==> config.mk <==
export PLATFORM = sky130hd
export DESIGN_NAME = exc_entry_unit
export DESIGN_NICKNAME = d
export VERILOG_FILES = /design/src/rtl/exc_pkg.sv /design/src/rtl/exc_arbiter.sv /design/src/rtl/exc_vector_gen.sv /design/src/rtl/exc_status_gen.sv /design/src/rtl/exc_entry_unit.sv
export SDC_FILE = /design/constraint.sdc
export NUM_CORES = 1
export LEC_CHECK = 0
export ABC_AREA = 1
export BUFFER_PORTS_ARGS = -buffer_cell sky130_fd_sc_hd__buf_2
export CORE_MARGIN = 5
export CORE_UTILIZATION = 29
export CTS_CLUSTER_DIAMETER = 80
export CTS_CLUSTER_SIZE = 28
export DETAILED_ROUTE_END_ITERATION = 8
export GPL_ROUTABILITY_DRIVEN = 0
export GPL_TIMING_DRIVEN = 0
export PLACE_DENSITY = 0.69
export SETUP_SLACK_MARGIN = 0.02
export SYNTH_ARGS = -nofsm -noshare
export SYNTH_HDL_FRONTEND = slang
export SYNTH_SLANG_ARGS = --single-unit
==> constraint.sdc <==
create_clock -name clk -period 1.4 [get_ports clk]
set_input_delay 0.28 -clock clk [delete_from_list [all_inputs] [get_ports clk]]
set_output_delay 0.28 -clock clk [all_outputs]
set_load 0.01 [all_outputs]
==> src/rtl/exc_pkg.sv <==
package exc_pkg;

    // Slot number of each exception: the vector offset is slot * 4.
    typedef enum logic [2:0] {
        EXC_RESET = 3'd0,
        EXC_UNDEF = 3'd1,
        EXC_SWI   = 3'd2,
        EXC_PABT  = 3'd3,
        EXC_DABT  = 3'd4,
        EXC_IRQ   = 3'd6,
        EXC_FIQ   = 3'd7
    } exc_kind_e;

    typedef enum logic [4:0] {
        MODE_USR = 5'b10000,
        MODE_FIQ = 5'b10001,
        MODE_IRQ = 5'b10010,
        MODE_SVC = 5'b10011,
        MODE_ABT = 5'b10111,
        MODE_UND = 5'b11011,
        MODE_SYS = 5'b11111
    } cpu_mode_e;

    typedef struct packed {
        logic [3:0]  flags;
        logic [19:0] mid;
        logic        imask;
        logic        fmask;
        logic        thumb;
        logic [4:0]  mode;
    } status_t;

    localparam int NUM_SRC   = 7;
    localparam int SLOT_BITS = 3;
    localparam int NUM_SLOT  = 1 << SLOT_BITS;

    // Rank 0 is the most urgent request.
    function automatic exc_kind_e prio_at(int rank);
        case (rank)
            0:       return EXC_RESET;
            1:       return EXC_DABT;
            2:       return EXC_FIQ;
            3:       return EXC_IRQ;
            4:       return EXC_PABT;
            5:       return EXC_UNDEF;
            default: return EXC_SWI;
        endcase
    endfunction

    function automatic cpu_mode_e mode_of(exc_kind_e k);
        case (k)
            EXC_RESET, EXC_SWI:  return MODE_SVC;
            EXC_PABT, EXC_DABT:  return MODE_ABT;
            EXC_UNDEF:           return MODE_UND;
            EXC_IRQ:             return MODE_IRQ;
            default:             return MODE_FIQ;
        endcase
    endfunction

    function automatic logic masks_fast(exc_kind_e k);
        return (k == EXC_RESET) || (k == EXC_FIQ);
    endfunction

endpackage

==> src/rtl/exc_arbiter.sv <==
module exc_arbiter
    import exc_pkg::*;
(
    input  logic                clk,
    input  logic                rst,
    input  logic [NUM_SLOT-1:0] req_slots,
    input  status_t             cur,
    output logic                valid,
    output exc_kind_e           kind
);
    logic [NUM_SLOT-1:0] elig;

    always_comb begin
        elig = req_slots;
        elig[EXC_IRQ]  = req_slots[EXC_IRQ] & ~cur.imask;
        elig[EXC_FIQ]  = req_slots[EXC_FIQ] & ~cur.fmask;
        elig[3'd5]     = 1'b0;
    end

    // Scan from the least urgent rank up, so the most urgent hit wins.
    always_comb begin
        valid = 1'b0;
        kind  = EXC_RESET;
        for (int r = NUM_SRC - 1; r >= 0; r--) begin
            if (elig[prio_at(r)]) begin
                valid = 1'b1;
                kind  = prio_at(r);
            end
        end
    end


    irq_mask_chk: assert property (@(posedge clk) disable iff (rst)
        (valid && kind == EXC_IRQ) |-> !cur.imask);


    fiq_mask_chk: assert property (@(posedge clk) disable iff (rst)
        (valid && kind == EXC_FIQ) |-> !cur.fmask);


    reset_first_chk: assert property (@(posedge clk) disable iff (rst)
        req_slots[EXC_RESET] |-> (valid && kind == EXC_RESET));


    dabt_rank_chk: assert property (@(posedge clk) disable iff (rst)
        (req_slots[EXC_DABT] && !req_slots[EXC_RESET]) |-> (kind == EXC_DABT));

endmodule

==> src/rtl/exc_vector_gen.sv <==
module exc_vector_gen
    import exc_pkg::*;
#(
    parameter int             AW      = 32,
    parameter logic [AW-1:0]  HI_BASE = 32'hFFFF_0000
) (
    input  logic            hivec,
    input  exc_kind_e       kind,
    output logic [AW-1:0]   vec
);
    localparam int OFS_W = SLOT_BITS + 2;

    logic [AW-1:0] base;
    logic [AW-1:0] ofs;

    assign base = hivec ? HI_BASE : '0;

    generate
        if (AW > OFS_W) begin : g_wide
            assign ofs = {{(AW-OFS_W){1'b0}}, kind, 2'b00};
        end else begin : g_narrow
            assign ofs = AW'({kind, 2'b00});
        end
    endgenerate

    assign vec = base + ofs;

endmodule

==> src/rtl/exc_status_gen.sv <==
module exc_status_gen
    import exc_pkg::*;
(
    input  status_t     cur,
    input  exc_kind_e   kind,
    output status_t     nxt
);
    always_comb begin
        nxt       = cur;
        nxt.mode  = mode_of(kind);
        nxt.thumb = 1'b0;
        nxt.imask = 1'b1;
        if (masks_fast(kind))
            nxt.fmask = 1'b1;
    end
endmodule

==> src/rtl/exc_entry_unit.sv <==
module exc_entry_unit
    import exc_pkg::*;
#(
    parameter int             AW        = 32,
    parameter logic [AW-1:0]  HI_BASE   = 32'hFFFF_0000,
    parameter int             LINK_STEP = 4
) (
    input  logic            clk,
    input  logic            rst,
    input  logic            rq_reset,
    input  logic            rq_undef,
    input  logic            rq_swi,
    input  logic            rq_pabt,
    input  logic            rq_dabt,
    input  logic            rq_irq,
    input  logic            rq_fiq,
    input  logic [31:0]     status_i,
    input  logic            hivec_i,
    input  logic [AW-1:0]   pc_i,
    output logic            take_o,
    output logic [AW-1:0]   vec_o,
    output logic [31:0]     status_o,
    output logic [31:0]     saved_o,
    output logic [AW-1:0]   link_o
);
    localparam logic [AW-1:0] LINK_INC = AW'(LINK_STEP);

    logic [NUM_SLOT-1:0] req_slots;
    status_t             cur;
    status_t             nxt;
    logic                win_valid;
    exc_kind_e           win_kind;
    logic [AW-1:0]       win_vec;

    assign cur = status_t'(status_i);

    always_comb begin
        req_slots            = '0;
        req_slots[EXC_RESET] = rq_reset;
        req_slots[EXC_UNDEF] = rq_undef;
        req_slots[EXC_SWI]   = rq_swi;
        req_slots[EXC_PABT]  = rq_pabt;
        req_slots[EXC_DABT]  = rq_dabt;
        req_slots[EXC_IRQ]   = rq_irq;
        req_slots[EXC_FIQ]   = rq_fiq;
    end

    exc_arbiter arb_i (
        .clk       (clk),
        .rst       (rst),
        .req_slots (req_slots),
        .cur       (cur),
        .valid     (win_valid),
        .kind      (win_kind)
    );

    exc_vector_gen #(.AW(AW), .HI_BASE(HI_BASE)) vgen_i (
        .hivec (hivec_i),
        .kind  (win_kind),
        .vec   (win_vec)
    );

    exc_status_gen sgen_i (
        .cur  (cur),
        .kind (win_kind),
        .nxt  (nxt)
    );

    always_ff @(posedge clk) begin
        if (rst || !win_valid) begin
            take_o   <= 1'b0;
            vec_o    <= '0;
            status_o <= '0;
            saved_o  <= '0;
            link_o   <= '0;
        end else begin
            take_o   <= 1'b1;
            vec_o    <= win_vec;
            status_o <= nxt;
            saved_o  <= status_i;
            link_o   <= pc_i + LINK_INC;
        end
    end

    // Set once a clock edge has been seen with reset low, so $past is meaningful.
    logic past_ok;
    always_ff @(posedge clk) begin
        past_ok <= !rst;
    end

    logic any_live;
    assign any_live = rq_reset | rq_undef | rq_swi | rq_pabt | rq_dabt
                    | (rq_irq & ~status_i[7]) | (rq_fiq & ~status_i[6]);


    take_match_chk: assert property (@(posedge clk) disable iff (rst || !past_ok)
        take_o == $past(any_live));


    saved_copy_chk: assert property (@(posedge clk) disable iff (rst || !past_ok)
        take_o |-> saved_o == $past(status_i));


    link_step_chk: assert property (@(posedge clk) disable iff (rst || !past_ok)
        take_o |-> link_o == $past(pc_i) + LINK_INC);


    entry_bits_chk: assert property (@(posedge clk) disable iff (rst || !past_ok)
        take_o |-> (!status_o[5] && status_o[7] && status_o[31:8] == $past(status_i[31:8])));


    idle_zero_chk: assert property (@(posedge clk) disable iff (rst)
        !take_o |-> (vec_o == '0 && status_o == '0 && saved_o == '0 && link_o == '0));


    reset_vec_chk: assert property (@(posedge clk) disable iff (rst || !past_ok)
        (take_o && $past(rq_reset)) |-> (vec_o[4:0] == 5'd0 && status_o[4:0] == MODE_SVC));

endmodule

After elaboration in Yosys (flattened, before gate mapping)
Index checks and enable logic that the tools add are counted.
{"block": "classes", "n_bitwise": 4, "add_sub_neg": 2, "reduce_logical": 6, "eq_ne": 6, "muxes": 19}
{"op": "$add A32 B3 Y32 const B", "count": 1}
{"op": "$add A32 B5 Y32", "count": 1}
{"op": "$mux W32", "count": 1}
{"op": "$mux W3", "count": 6}
{"op": "$pmux W4 S4", "count": 1}
{"op": "$eq A3 B3 Y1 const B", "count": 3}
{"op": "$mux W1", "count": 9}
{"op": "$mux W8", "count": 1}
{"op": "$eq A3 B2 Y1 const B", "count": 2}
{"op": "$reduce_or A2 Y1", "count": 2}
{"op": "$eq A3 B1 Y1 const B", "count": 1}
{"op": "$logic_not A3 Y1", "count": 1}
{"op": "$and A1 B1 Y1", "count": 2}
{"op": "$logic_or A1 B1 Y1", "count": 2}
{"op": "$mux W2", "count": 1}
{"op": "$not A1 Y1", "count": 2}
{"op": "$logic_not A1 Y1", "count": 1}
{"block": "word_totals", "in_bits": 74, "word_cells": 43, "out_inout_bits": 129, "regBits": 129}

Longest topological paths before layout
Gate-level depths: netlist of run 1.
{"block": "depth", "word_depth": 11, "mapped_depth": 10}

By module
A second synthesis of run 1 with hierarchy kept.
{"block": "hier_totals", "hier_cells": 638, "hier_area_um2": 4978.5}
{"module": "exc_entry_unit", "area_each_um2": 4357.9, "cells_per_inst": 540, "n_inst": 1, "seq_area_each_um2": 2582.5}
{"module": "exc_status_gen", "area_each_um2": 265.3, "cells_per_inst": 42, "n_inst": 1, "seq_area_each_um2": 0.0}
{"module": "exc_vector_gen", "area_each_um2": 244.0, "cells_per_inst": 33, "n_inst": 1, "seq_area_each_um2": 0.0}
{"module": "exc_arbiter", "area_each_um2": 111.4, "cells_per_inst": 23, "n_inst": 1, "seq_area_each_um2": 0.0}

Least setup slack after synthesis of run 1
No wires, ideal clock.
{"block": "synth_path", "path_type": "in2reg", "startpoint": "input pc_i[2]", "endpoint": "register link_o[22]", "stages": 8, "path_buffers": 0, "arrival_ps": 1115, "setup_ps": 113, "setup_slack_ps": 172, "path_cell_list": "ha_1 > nand3_1 > nor2_2 > nand3_1 > nor2_1 > nand2_1 > nand2_1 > nor2_1"}
{"block": "synth_between", "elab_chain_cells": 1}
{"item": "from (decl)", "line": "exc_entry_unit.sv:19", "source": "input logic [AW-1:0] pc_i,"}
{"item": "$add A32 B3 Y32", "line": "exc_entry_unit.sv:81", "source": "link_o <= pc_i + LINK_INC;"}
{"item": "to (signal assigned)", "line": "exc_entry_unit.sv:81"}
{"item": "to (decl)", "line": "exc_entry_unit.sv:24", "source": "output logic [AW-1:0] link_o"}
Every way passes these cells.
A chain may end at the register's enable or synchronous reset.

==> results of run 1 <==
==> metal layers <==
| metal | vias to the layer above | part of all wire [%] | global-route usage (%) |
|---|---|---|---|
| met5 | - | 0 | 0 |
| met4 | 0 | 1.9 | 6.02 |
| met3 | 14 | 10 | 5.73 |
| met2 | 154 | 46 | 23.1 |
| met1 | 1419 | 41 | 15.6 |
| li1 | 1751 | - | - |
==> cell type report <==
cell class,count,area [sq um],share of cell area (%)
clock inverter,4,72.6,1.48
clock buffer,12,256,5.23
sequential,75,1510,30.7
buffer,61,459,9.37
tap,143,179,3.65
timing repair buffer,188,941,19.2
multi-input combinational,276,1230,25.2
inverter,68,255,5.21
==> timing repair <==
item | in CTS | in global routing
gates resized for setup | 2 | 2
hold endpoints to repair | 0 | 0
endpoints found under the setup margin | 16 | 1
==> state kept, by name, summed over array words and instances, names as in the netlist <==
signal,count
link_o,32
saved_o,8
vec_o,4
status_o,31
==> worst paths after layout <==
path | depth (start not counted) | endpoint | slack, ns
max | 2 | vec_o[22] | 0.11
min | 2 | vec_o[4] | 0.12
==> metrics by stage <==
| stage | util, % | setup slack, ns | hold WS, ns | area (sq um) |
|---|---|---|---|---|
| after CTS | 42.8 | 0.0930 | 0.108 | 4890 |
| after detailed placement | 39.9 | -0.224 | 0.468 | 4560 |
| after floorplan | - | 0.172 | 0.352 | 3440 |
| after global routing | 42.9 | 0.0225 | 0.107 | 4900 |
| after global placement | 39.9 | -0.226 | 0.480 | 4560 |
| final | 42.9 | 0.112 | 0.119 | 4900 |
==> where the power goes <==
part / switching (W) / internal (W) / leakage, nW
Combinational: 0.000452 / 0.000389 / 2.01
Sequential: 0.0000407 / 0.00226 / 0.625
Clock: 0.000871 / 0.00165 / 0.159
Total: 0.00136 / 0.00430 / 2.79
==> logic make-up (layout without fill, tap and decap cells) <==
group | after synthesis | in the layout
AND/OR/NAND/NOR | 228 | 228
buffers and inverters | 129 | 333
flip-flops | 75 | 75
AO/OA/AOI/OAI | 28 | 28
XOR/XNOR | 5 | 5
adder cells (fa/ha/maj) | 1 | 1
other | 1 | 14
==> cell usage after synthesis (all sizes together) <==
library cell / count
nor2: 108
xnor2: 2
inv: 67
clkinv: 1
nand3: 18
o21ai: 9
a21oi: 18
and2: 1
nor3: 3
ha: 1
xor2: 3
or2: 3
nand2: 92
conb: 1
nand4: 1
dfxtp: 75
buf: 61
o21bai: 1
nor3b: 2
==> metrics.md, run 1 <==
| Metric | Value |
|---|---|
| Final setup fails | 0 |
| Largest net degree at the start of global routing | 17 |
| Via Count | about 3300 |
| Outcome | completed |
| Critical Path End Type | output pin |
| Commonest cells after routing, fill and taps aside | 189 x buf_2, 102 x nor2_1, 90 x nand2_1, 74 x dfxtp_1, 67 x inv_1 |
| Final hold violation count | 0 |
| Dpl hpwl | between 8 and 9 mm |
| Setup TNS | 0 ns |
| Synth top area cells | dfxtp_1 44%, buf_4 13%, nor2_1 11% |
| Share of cells above drive strength 1 | 40.5% |
| Simple-Gate Fraction of Synth Area | ~29% |
| CP max-delay cell | dfxtp_4 |
| Non-Filler Instances | 827 |
| # DRC | 0 |
| P&R area growth vs syn | 44.6% |
| Worst Path Max Fanout | 16 |
| PD cells | around 1200 mW/mm^2 |
| Seq/Total Area, Yosys | about 44% |
| Worst EP arrival | around 1.0 ns |
| Clock sink count | 75 |
| Final ANT Viol Nets | 0 |
| Hold_buf cts | 0 |
| CP Launch Point | vec_o[30] |
| Max clock buf depth | 2 |
| Largest family of logic cells by synthesized area | simple AND/OR/NAND/NOR gates |
| Filler cells | roughly 1200 |
| Num rows | 39 |
| Top cell type's share of synthesized area | between 40 and 50% |
| Hold_sp | rst |
| Starting density of the core | 29.7% |
| Vias in the first global route | between 3000 and 4000 |
| RSZ-0062 raised after global routing | no |
| CP bufs+invs | 2 |
| GR Overflow Total | 0 |
| Mean cell area of the mapped netlist | around 7.3 sq um |
| Max cap viols | 0 |
| IO Port Bufs | roughly 190 |
| Worst setup SP type | flop |
| Critical path, cell by cell | buf_4 -> buf_2 |
| Die Area | ~0.014 sq mm |
| Root Driver | clkbuf_16 |
| Fin crit period | 1.29 ns |
| Initial antenna violation count | 0 |
| Post-Route WL | 9.68 mm |
| Netlist cell types | 29 |
| Crit Path Category | reg2out |
| Routed WL per cell | ~12 um |
| Synth Warn # | 0 |
| Fin nets | 754 |
| Commonest non-fill, non-tap cell in the layout | buf_2 |
| Global-route wire length before repair | 15.5 mm |
| Cell Area, Synth | between 0.003 and 0.004 sq mm |
| Synthesis-stage register bit count | 75 |
| Die Span X | around 120 um |
| First-pass DRT Iterations | 4 |
| Area leader, netlist | dfxtp_1 |
| HP Class | in2reg |
| Vias/cell | 4.04 |
| I/O Pins | roughly 200 |
| Synth Area in Compound Gates | between 4 and 5% |
| Placed Cells | around 810 |
| Mapped Cells | between 400 and 500 |
| Fin. max-slew vios | 0 |
| Synth Area in XOR/XNOR | between 1 and 1.5% |
| CTS tree | done |
| Pleak | approximately 2.8 nW |
| Max VDD drop | roughly 0.00076 V |
| H-tree Lvls | 3 |
| Crit-path max cell delay | 0.43 ns |
| Total GRT Usage | about 14% |
| Clock transition at path regs | 0.06 ns |
| Mux share of post-synthesis cell area | 0% |
| Overall die height | 118 um |
| Post CTS Setup Buffer Count | 0 |
| Power, Total | 0.00566 W |
| # diodes | 0 |
| Worst path required time | between 1 and 1.5 ns |
| Max Freq | a little under 0.8 GHz |
| CP top delay family | flip-flops |
| Cts bufs inserted | 9 |
| Adder-cell share of the synthesized area | less than 1% |
| Core area | around 0.011 sq mm |
| Tcrit/Tclk final | 92.0% |
| Initial DRC Count | 99 |
Note: power is estimated with default switching activity, not from simulation.
==> run 2: changes to the inputs <==
- CORE_MARGIN: 5 -> 2
==> metrics.md, run 2 (synthesized netlist as in run 1, its figures left out) <==
| Metric | Value |
|---|---|
| Outcome | completed |
| # diodes | 0 |
| P_int | 0.00402 W |
| Dpl hpwl | approximately 7.7 mm |
| Post-Route WL | around 9.5 mm |
| Hold_sp | rst |
| Die Span X | between 100 and 150 um |
| Global-route wire length before repair | 14.9 mm |
| Clock sink count | 75 |
| Die Area | between 0.01 and 0.015 sq mm |
| Via Count | 3345 |
| Vias in the first global route | about 3100 |
| Final ANT Viol Nets | 0 |
| Initial DRC Count | about 130 |
| Crit Path Category | reg2out |
| Root Driver | clkbuf_16 |
| Gate power share | 15.4% |
| Starting density of the core | about 30% |
| Overall die height | approximately 110 um |
| Fin crit period | 1.28 ns |
| Largest Register | link_o |
| Placement Setup Slack | -0.232 ns |
| Worst setup margin | between 0.1 and 0.15 ns |
| Worst setup SP type | flop |
| Commonest cells after routing, fill and taps aside | 189 x buf_2, 102 x nor2_1, 90 x nand2_1, 74 x dfxtp_1, 67 x inv_1 |
| Power, Total | around 0.0054 W |
| Max Freq | slightly below 0.8 GHz |
| First-pass DRT Iterations | 4 |
| Tcrit/Tclk final | 91.4% |
| Worst Path Max Fanout | 16 |
| Net Switching | about 0.0014 W |
| Final core utilization | between 40% and 50% |
| GR Overflow Total | 0 |
| Core area | 0.0114 sq mm |
| Final setup fails | 0 |
| Clock power frac | a little over two fifths |
| Pleak | between 2 and 3 nW |
| HP Class | in2reg |
| RSZ-0062 raised after global routing | no |
| Hold_buf cts | 0 |
| Max clock buf depth | 2 |
| Fin nets | roughly 750 |
| Max VDD drop | slightly above 0.0006 V |
| CP Launch Point | vec_o[30] |
| Critical Path End Type | output pin |
| Fin. max-slew vios | 0 |
| Largest net degree at the start of global routing | 17 |
| Routed WL per cell | 11.4 um |
| Post CTS Setup Buffer Count | 0 |
| Final hold violation count | 0 |
| Commonest non-fill, non-tap cell in the layout | buf_2 |
| Max FFs per register | 32 |
| Num rows | 39 |
| Share of cells above drive strength 1 | approximately 40% |
| Initial antenna violation count | 1 |
| Worst EP arrival | 1.00 ns |
| Seq pwr share | between 40% and 50% |
| Net Sw Frac | approximately a quarter |
| Max cap viols | 0 |
| Total GRT Usage | approximately 15% |
| H-tree Lvls | 3 |
| Cts bufs inserted | 9 |
| I/O Pins | between 200 and 250 |
| Vias/cell | around 4 |
| Hold Path Depth | 2 |
| P&R area growth vs syn | 43.4% |
| Largest regs | link_o x32, status_o x31, saved_o x8 |
| IO Port Bufs | about 190 |
| CTS tree | done |
| PD cells | 1110 mW/mm^2 |
| # DRC | 0 |
| Worst path required time | 1.12 ns |
| Clock transition at path regs | 0.06 ns |
| Min-Delay Endpoint | vec_o[4] |
-- run 2: worst max-delay path by stage --
stage	to
3_3_place_gp	link_o[22]
3_5_place_dp	link_o[22]
5_1_grt	status_o[0]
2_1_floorplan	link_o[22]
4_1_cts	status_o[24]
6_report	vec_o[29]
-- run 2: final cells by class --
cell class / instances / area (sq um)
inverters: 68 / 255
well taps: 143 / 179
flip-flops and latches: 75 / 1510
clock buffers: 9 / 225
clock inverters: 7 / 68.8
fillers: 1194 / 6560
repair buffers: 188 / 941
multi-input cells: 276 / 1230
plain buffers: 61 / 459
-- run 2: repair_timing --
item | in CTS | in global routing
endpoints found under the setup margin | 16 | 2
resized for setup | 2 | 1
gates cloned | 0 | 0
-- run 2: power groups by stage --
stage	combinational, W	clock (W)	sequential [W]
global route	0.000928	0.00246	0.00231
global placement	0.000836	0	0.00235
detailed placement	0.000842	0	0.00235
floorplan	0.000395	0	0.00241
finish	0.000835	0.00227	0.00230
CTS	0.000845	0.00235	0.00231
-- run 2: metrics by stage --
| stage | setup TNS, ns | cell area [sq um] | hold WS (ns) | instances |
|---|---|---|---|---|
| after global placement | -3.50 | 4560 | 0.462 | 811 |
| after floorplan | 0 | 3440 | 0.352 | 480 |
| after CTS | 0 | 4860 | 0.117 | 827 |
| final | 0 | 4860 | 0.130 | 827 |
| after global routing | 0 | 4860 | 0.123 | 827 |
| after detailed placement | -3.79 | 4560 | 0.466 | 811 |
-- run 2: layer usage --
layer	track usage (%)	part of all wire [%]
met1	17.1	41
met2	26.6	48
met3	4.05	9.4
met4	5.61	1.3
met5	0	0.14
-- run 2: worst max-delay path: stages, from the launching register on --
cell	delay, ns
dfxtp_4	0.43
buf_4	0.13
buf_2	0.12
==> run 3: changes to the inputs <==
- PLACE_DENSITY: 0.69 -> 0.72
- clock period: 1.4 -> 1.1 ns (I/O delays scaled with it)
==> metrics.md, run 3 (synthesized netlist as in run 1, its figures left out) <==
| Metric | Value |
|---|---|
| Total GRT Usage | ~15% |
| Max Freq | ~0.82 GHz |
| Worst path required time | just under 0.9 ns |
| Fin nets | 730 |
| Max clock buf depth | 2 |
| Die Area | 0.0126 sq mm |
| # diodes | 0 |
| Share of cells above drive strength 1 | between 40% and 50% |
| Final setup fails | 16 |
| Seq pwr share | roughly 41% |
| GR Overflow Total | 0 |
| P&R area growth vs syn | 47.9% |
| Net Switching | roughly 0.0018 W |
| PD cells | 1430 mW/mm^2 |
| Critical Path End Type | output pin |
| RSZ-0062 raised after global routing | yes |
| Core area | 0.0114 sq mm |
| Root Driver | clkbuf_16 |
| Final ANT Viol Nets | 0 |
| Net Sw Frac | 25.1% |
| Placed Cells | between 800 and 900 |
| H-tree Lvls | 3 |
| Fin. max-slew vios | 0 |
| Initial DRC Count | 110 |
| Vias in the first global route | 3183 |
| Worst Path Max Fanout | 16 |
| Placed Area | approximately 0.0046 sq mm |
| Dpl hpwl | roughly 7.6 mm |
| CTS tree | done |
| Clock power frac | ~44% |
| Design area | 0.00501 sq mm |
| Placement Setup Slack | -0.487 ns |
| Max VDD drop | around 0.00095 V |
| Non-Filler Instances | about 800 |
| Pleak | about 2.7 nW |
| Global-route wire length before repair | 15.0 mm |
| Largest net degree at the start of global routing | 17 |
| Commonest non-fill, non-tap cell in the layout | buf_2 |
| Tcrit/Tclk final | 111% |
| Final hold violation count | 0 |
| Hold Path Depth | 2 |
| IO Port Bufs | between 150 and 200 |
| Largest Register | link_o |
| Outcome | finished with violations |
| Clock sink count | 75 |
| Cts bufs inserted | 9 |
| Post-Route WL | around 9.4 mm |
| Max FFs per register | 32 |
| Max cap viols | 0 |
| Critical path destination | vec_o[21] |
| Largest regs | link_o x32, status_o x31, saved_o x8 |
| Hold_buf cts | 0 |
| Vias/cell | 4.13 |
| Power, Total | about 0.0072 W |
| Worst EP arrival | 1.00 ns |
| P_int | around 0.0054 W |
| Crit Path Category | reg2out |
| First-pass DRT Iterations | 5 |
| Starting density of the core | between 20 and 30% |
| Post CTS Setup Buffer Count | 0 |
| Final core utilization | 43.9% |
| Routed WL per cell | 11.7 um |
| CP Launch Point | vec_o[30] |
| Filler cells | between 1000 and 1500 |
| Worst setup SP type | flop |
| Fin crit period | 1.22 ns |
| Gate power share | roughly 15% |
| Worst setup margin | -0.124 ns |
| I/O Pins | 203 |
| Commonest cells after routing, fill and taps aside | 163 x buf_2, 100 x nor2_1, 87 x nand2_1, 67 x inv_1, 49 x dfxtp_1 |
| Die Span X | ~110 um |
| Num rows | 39 |
| # DRC | 0 |
| Initial antenna violation count | 0 |
| Clock transition at path regs | about 0.060 ns |
| Via Count | approximately 3300 |
| HP Class | in2reg |
| Failing checks | setup timing |
| Overall die height | between 100 and 150 um |
==> run 3: cell types whose count changed in the layout (fill, tap and decap cells not counted), moves of 2 or more <==
cell     change
a21oi_1      -4
a21oi_2      +4
buf_2       -26
buf_4       -29
buf_6       +28
dfxtp_1     -25
dfxtp_2     +25
nand2_1      -3
nand2_2      +2
nand3_1      -3
nand3_2      +2
nor2_1       -2
nor2_2       +2
==> run 3: per-layer routing <==
metal	track usage, %	routed length, um	vias up
met4	6.34	165	0
met5	0	0	-
met2	27.1	4670	152
met1	16.6	3740	1444
met3	4.86	844	11
li1	-	-	1707
==> run 3: repair_timing <==
action,CTS,global route
pin swaps,1,3
setup endpoints to repair,103,71
resized for setup,59,17
cloned,0,1
==> run 3: final cells by class <==
type,count,area [sq um],area share [%]
flip-flops and latches,75,1540,30.6
plain buffers,36,303,6.04
multi-input cells,276,1300,25.9
repair buffers,189,1120,22.4
clock inverters,7,91.3,1.82
well taps,143,179,3.57
inverters,68,258,5.14
clock buffers,9,225,4.49
==> run 3: critical path, cell delays in order (launching register included) <==
cell and delay [ns]:
dfxtp_4 0.42, buf_4 0.12, buf_2 0.12
==> run 3: power groups by stage <==
stage | Sequential, W | Clock (W) | Combinational [W]
2_1_floorplan | 0.00307 | 0 | 0.000509
3_3_place_gp | 0.00299 | 0 | 0.00108
3_5_place_dp | 0.00299 | 0 | 0.00108
4_1_cts | 0.00295 | 0.00323 | 0.00109
5_1_grt | 0.00297 | 0.00334 | 0.00122
6_report | 0.00295 | 0.00313 | 0.00111
==> run 3: worst min-delay path by stage <==
stage,from,end
detailed placement,rst,vec_o[4]
finish,rst,vec_o[4]
global route,rst,vec_o[4]
global placement,rst,vec_o[4]
floorplan,pc_i[2],link_o[2]
CTS,rst,vec_o[4]
==> run 3: metrics by stage <==
step | hold slack, ns | setup TNS, ns
floorplan | 0.292 | 0
global placement | 0.398 | -28.78
detailed placement | 0.404 | -29.53
CTS | 0.0475 | -2.19
global route | 0.0697 | -2.62
finish | 0.0533 | -1.85
